$ cat config.mk
export PLATFORM = sky130hd
export DESIGN_NAME = rotparity_edc
export DESIGN_NICKNAME = d
export VERILOG_FILES = /design/src/rtl/rpe_pkg.sv /design/src/rtl/rpe_fold.sv /design/src/rtl/rpe_rotl.sv /design/src/rtl/rpe_seq.sv /design/src/rtl/rotparity_edc.sv
export SDC_FILE = /design/constraint.sdc
export NUM_CORES = 1
export LEC_CHECK = 0
export BUFFER_PORTS_ARGS = -buffer_cell sky130_fd_sc_hd__buf_2
export CORE_UTILIZATION = 30
export DETAILED_ROUTE_END_ITERATION = 7
export GPL_TIMING_DRIVEN = 0
export PLACE_DENSITY_LB_ADDON = 0.12
export SYNTH_ARGS = -nofsm -noshare
export SYNTH_HDL_FRONTEND = slang
export SYNTH_SLANG_ARGS = --single-unit
$ cat constraint.sdc
create_clock -name clk -period 4.4 [get_ports clk]
set_input_delay 1.32 -clock clk [delete_from_list [all_inputs] [get_ports clk]]
set_output_delay 1.32 -clock clk [all_outputs]
set_load 0.02 [all_outputs]
$ cat src/rtl/rpe_pkg.sv
package rpe_pkg;

  typedef enum logic {
    RPE_GENERATE = 1'b0,
    RPE_CHECK    = 1'b1
  } rpe_mode_e;

  // Rotation applied to the parity of a beat: its index, wrapped to the code width.
  function automatic int rot_amount(input int beat_idx, input int code_w);
    return beat_idx % code_w;
  endfunction

endpackage

$ cat src/rtl/rpe_fold.sv
// First level: XOR all OUT_W-wide lanes of one beat into a single lane.
module rpe_fold #(
  parameter int IN_W  = 128,
  parameter int OUT_W = 8
) (
  input  logic [IN_W-1:0]  din,
  output logic [OUT_W-1:0] dout
);
  localparam int LANES = IN_W / OUT_W;

  logic [OUT_W-1:0] chain [LANES];

  generate
    for (genvar i = 0; i < LANES; i++) begin : g_lane
      if (i == 0) begin : g_head
        assign chain[i] = din[OUT_W-1:0];
      end else begin : g_tail
        assign chain[i] = chain[i-1] ^ din[i*OUT_W +: OUT_W];
      end
    end
  endgenerate

  assign dout = chain[LANES-1];
endmodule

$ cat src/rtl/rpe_rotl.sv
// Circular left rotation by a run-time amount, built as a mux over every fixed rotation.
module rpe_rotl #(
  parameter int W    = 8,
  parameter int SH_W = (W > 1) ? $clog2(W) : 1
) (
  input  logic [W-1:0]    din,
  input  logic [SH_W-1:0] amt,
  output logic [W-1:0]    dout
);
  logic [W-1:0] cand [W];

  generate
    for (genvar k = 0; k < W; k++) begin : g_rot
      if (k == 0) begin : g_none
        assign cand[k] = din;
      end else begin : g_some
        assign cand[k] = {din[W-1-k:0], din[W-1:W-k]};
      end
    end
  endgenerate

  assign dout = cand[amt];
endmodule

$ cat src/rtl/rpe_seq.sv
// Beat sequencer: tracks position within a line and decides which beats are accepted.
module rpe_seq #(
  parameter int BEATS = 4,
  parameter int IDX_W = (BEATS > 1) ? $clog2(BEATS) : 1
) (
  input  logic             clk,
  input  logic             rst,
  input  logic             valid,
  input  logic             first,
  output logic             accept,
  output logic [IDX_W-1:0] idx,
  output logic             last
);
  logic [IDX_W-1:0] cnt_q;
  logic             busy_q;

  always_comb begin
    accept = valid && (first || busy_q);
    idx    = first ? '0 : cnt_q;
    last   = accept && (idx == IDX_W'(BEATS - 1));
  end

  always_ff @(posedge clk) begin
    if (rst) begin
      cnt_q  <= '0;
      busy_q <= 1'b0;
    end else if (accept) begin
      if (last) begin
        cnt_q  <= '0;
        busy_q <= 1'b0;
      end else begin
        cnt_q  <= idx + 1'b1;
        busy_q <= 1'b1;
      end
    end
  end
endmodule

$ cat src/rtl/rotparity_edc.sv
module rotparity_edc
  import rpe_pkg::*;
#(
  parameter int BEAT_W = 128,
  parameter int CODE_W = 8,
  parameter int BEATS  = 4
) (
  input  logic              clk,
  input  logic              rst,
  input  logic              beat_valid,
  input  logic              beat_first,
  input  logic [BEAT_W-1:0] beat_data,
  input  logic              chk_mode,
  input  logic [CODE_W-1:0] chk_stored,
  output logic              res_done,
  output logic [CODE_W-1:0] res_code,
  output logic              res_err
);
  localparam int IDX_W = (BEATS > 1) ? $clog2(BEATS) : 1;
  localparam int SH_W  = (CODE_W > 1) ? $clog2(CODE_W) : 1;

  logic             accept;
  logic             last;
  logic [IDX_W-1:0] idx;
  logic [CODE_W-1:0] folded;
  logic [CODE_W-1:0] rotated;
  logic [CODE_W-1:0] acc_q;
  logic [CODE_W-1:0] acc_next;
  logic [SH_W-1:0]   amt;
  rpe_mode_e         mode;

  rpe_seq #(.BEATS(BEATS), .IDX_W(IDX_W)) u_seq (
    .clk    (clk),
    .rst    (rst),
    .valid  (beat_valid),
    .first  (beat_first),
    .accept (accept),
    .idx    (idx),
    .last   (last)
  );

  rpe_fold #(.IN_W(BEAT_W), .OUT_W(CODE_W)) u_fold (
    .din  (beat_data),
    .dout (folded)
  );

  always_comb begin
    amt  = SH_W'(rot_amount(int'(idx), CODE_W));
    mode = rpe_mode_e'(chk_mode);
  end

  rpe_rotl #(.W(CODE_W), .SH_W(SH_W)) u_rot (
    .din  (folded),
    .amt  (amt),
    .dout (rotated)
  );

  // A first-beat marker restarts the accumulation from zero.
  always_comb acc_next = (beat_first ? '0 : acc_q) ^ rotated;

  always_ff @(posedge clk) begin
    if (rst) begin
      acc_q    <= '0;
      res_done <= 1'b0;
      res_code <= '0;
      res_err  <= 1'b0;
    end else begin
      res_done <= last;
      if (accept) acc_q <= acc_next;
      if (last) begin
        res_code <= acc_next;
        res_err  <= (mode == RPE_CHECK) && (acc_next != chk_stored);
      end
    end
  end
endmodule

==> results_dict.tcl <==
set metrics [dict create \
    cp.depth 11 \
    holdBufCountCts 0 \
    slew_violations 0 \
    path_clk_slew_ns 0.08 \
    rows 33 \
    min_path_type "reg -> reg" \
    rr_startpoint "u_seq.cnt_q[0]" \
    hold_viol_final 0 \
    crit_arrival_ns 4.18 \
    max-slew-margin-rel 0.4935 \
    yosys-top-cells-area "xnor2_1 (36%), dfxtp_1 (17%), xor2_1 (5.5%)" \
    critPathCaptureType "flop" \
    period_share 0.9152 \
    grt_first_pass_wirelength_um 11120 \
    cts_resized 0 \
    die_h_um 93.86 \
    num_vias 2660 \
    cts-root-buf "clkbuf_8" \
    die-area_sq_um 8809 \
    htreeDepth 1 \
    synth_top_area_frac 0.3599 \
    crit_path_max_fanout 9 \
    required_ns 4.56 \
    vias_per_cell 4.610 \
    clock_latency_ns 0.26 \
    period_minus_slack_ns 4.027 \
    cap_violations 0 \
    areaGrowthSynthToFinish_pct 36.63 \
    startpoint "beat_data[82]" \
    finalSetupTns_ns 0 \
    postPlaceCellArea_sq_um 3413 \
    drc 0 \
    drt_iter0_markers 109 \
    p_per_area_nw_per_um2 334.4 \
    power_frac_comb 0.691 \
    worstHoldStart "res_code[2]" \
    syn_area_per_cell_sq_um 7.960 \
    grt_antenna_before_repair 0 \
    layout-drive-gt1-share 0.3453 \
    crit_top_cell "xnor2_1" \
    fin_util 0.4230 \
    synth.distinct_cells 36 \
    die_x_um 93.86 \
    cts_buffers 3 \
    crit_type "in -> reg" \
    cts_tree "built" \
    rr_worst_depth 9 \
    place_congestion 0.7974 \
    cp_slowest_cell "xnor2_1" \
    port_buffers 150 \
    ant_nets 0 \
    switchingPower_mw 0.4896 \
    clockBufferDepth 2 \
    clkPwrFrac 0.112 \
    peakVddDrop_uv 130.0 \
    wl_per_cell_um 11.79 \
    stdcell_area_sq_um 3458 \
    slowest_delay_ns 0.62 \
    worst_setup_path_start_kind "input pin" \
    syn_area_sq_um 2531 \
    ys_seq_area_frac 0.1661 \
    leakage_nw 1.442 \
    setup_viol 0 \
    hold_depth 2 \
    rsz0062_at_grt "no" \
    holdPathEnd "res_code[2]" \
    core_area_sq_um 8175 \
    drt_first_pass_iters 4 \
    rrSetupSlack_ns 1.56 \
    r2r_end "res_err" \
    outcome "completed" \
    nFillCells 847 \
    fin_worst_skew_ns 0.002179 \
    power.total_mw 1.157 \
    yosys.area.top_type "xnor2_1" \
    grt-ovfl-total 0 \
    crit_chain "buf_2 -> xor2_1 -> xnor2_1 -> xnor2_1 -> xnor2_1 -> nor3_1 -> o41ai_1 -> a21oi_1 -> nor4b_1 -> nand4_1 -> a32o_1" \
    final-seq-area_sq_um 420.4 \
    dp_hpwl_um 5864 \
    p_int_mw 0.6670 \
    postCtsSetupBuffers 0 \
    swShare 0.4233 \
    nets 615 \
    synth-seq-cells 21 \
    yosysWarnings 0 \
    cp.buffers_inverters 1 \
    first_global_vias 2471 \
    diodes 0 \
    multi_input_area_sq_um 2043 \
    routed_wl_um 6803 \
    syn_nets 460 \
    fmax_mhz 248.3 \
    grt_usage 0.1559 \
    start_util 0.3096 \
    critPathTopFamily "XOR/XNOR gates" \
    worst_slew_pin_slew_ns 0.7543 \
    power_frac_seq 0.198 \
    cts.sinks 21 \
    io_pins 151 \
    syn_inst 318 \
    grt_max_degree 12 \
]
per-stage QoR:
step / instances / setup WS [ns] / hold WS, ns
CTS: 577 / 0.3275 / 0.4615
global route: 577 / 0.09247 / 0.4841
floorplan: 318 / 0.9502 / 0.4539
detailed placement: 573 / 0.04961 / 0.4504
global placement: 573 / 0.06786 / 0.4454
finish: 577 / 0.3733 / 0.4562
how the worst max path moves through the flow:
stage | endpoint | slack [ns]
after floorplan | res_err | 0.95
after global placement | res_err | 0.07
after detailed placement | res_err | 0.05
after CTS | res_err | 0.33
after global routing | res_err | 0.09
final | res_err | 0.37
power groups by stage:
stage | clock, mW | combinational, mW | sequential [mW]
after floorplan | 0 | 0.595 | 0.225
after global placement | 0 | 0.794 | 0.232
after detailed placement | 0 | 0.798 | 0.232
after CTS | 0.132 | 0.803 | 0.228
after global routing | 0.141 | 0.876 | 0.232
final | 0.129 | 0.799 | 0.228
placed cells by master, fill, tap and decap left out, types with 9 or more instances in the layout:
| master | count |
|---|---|
| a21oi_1 | 17 |
| and3_1 | 10 |
| buf_2 | 150 |
| clkbuf_1 | 12 |
| dfxtp_1 | 21 |
| nand2_1 | 32 |
| nor2_1 | 18 |
| o21ai_0 | 9 |
| xnor2_1 | 104 |
| xor2_1 | 16 |
registers in the layout, indices dropped and copies added (netlist names):
| signal | flops |
|---|---|
| res_err | 1 |
| res_code | 8 |
| acc_q | 8 |
| u_seq.cnt_q | 2 |
| res_done | 1 |
| u_seq.busy_q | 1 |
layer usage:
metal  wire [um]  track usage
met4          48      0.03590
met3         468      0.01861
met2        3459       0.2944
met5           0            0
met1        2827       0.1850
cell usage after synthesis:
cell,number
a211oi_1,5
a21oi_1,17
a31oi_1,1
a32o_1,1
a41o_1,2
a41oi_1,1
and2_1,4
and3_1,10
and4b_1,1
clkbuf_1,11
clkinv_1,1
dfxtp_1,21
ha_1,1
inv_1,6
mux2_2,6
mux2i_1,8
mux4_2,3
nand2_1,32
nand2b_1,3
nand3_1,5
nand3b_1,1
nand4_1,6
nor2_1,18
nor3_1,5
nor4b_1,5
o21a_1,1
o21ai_0,9
o21ai_1,1
o221ai_1,1
o32a_1,1
o41ai_1,1
or2_2,1
or3_1,4
or4_1,5
xnor2_1,104
xor2_1,16
worst reg2reg max path: cells and delay by family (launching register included):
kind / cells / cell delay, ns
buffers and inverters: 2 / 0.65
DFF: 1 / 0.34
and+or+nand+nor: 4 / 0.88
AOI/OAI and AO/OA: 3 / 0.86
logic make-up after synthesis:
logic type      share of synthesized area
buf+inv                           0.02669
flops                              0.1661
simple gates                       0.2022
xor+xnor                           0.4152
compound gates                    0.09985
fa+ha+maj                        0.004942
mux                               0.08502
final cells by class:
cell class | count | share of cell area
Sequential cell | 21 | 0.1216
Multi-Input combinational cell | 279 | 0.5908
Buffer | 11 | 0.01194
Inverter | 7 | 0.007598
Tap cell | 105 | 0.03799
Clock buffer | 4 | 0.01302
Timing Repair Buffer | 150 | 0.2171
(Power assumes the default switching activity.)
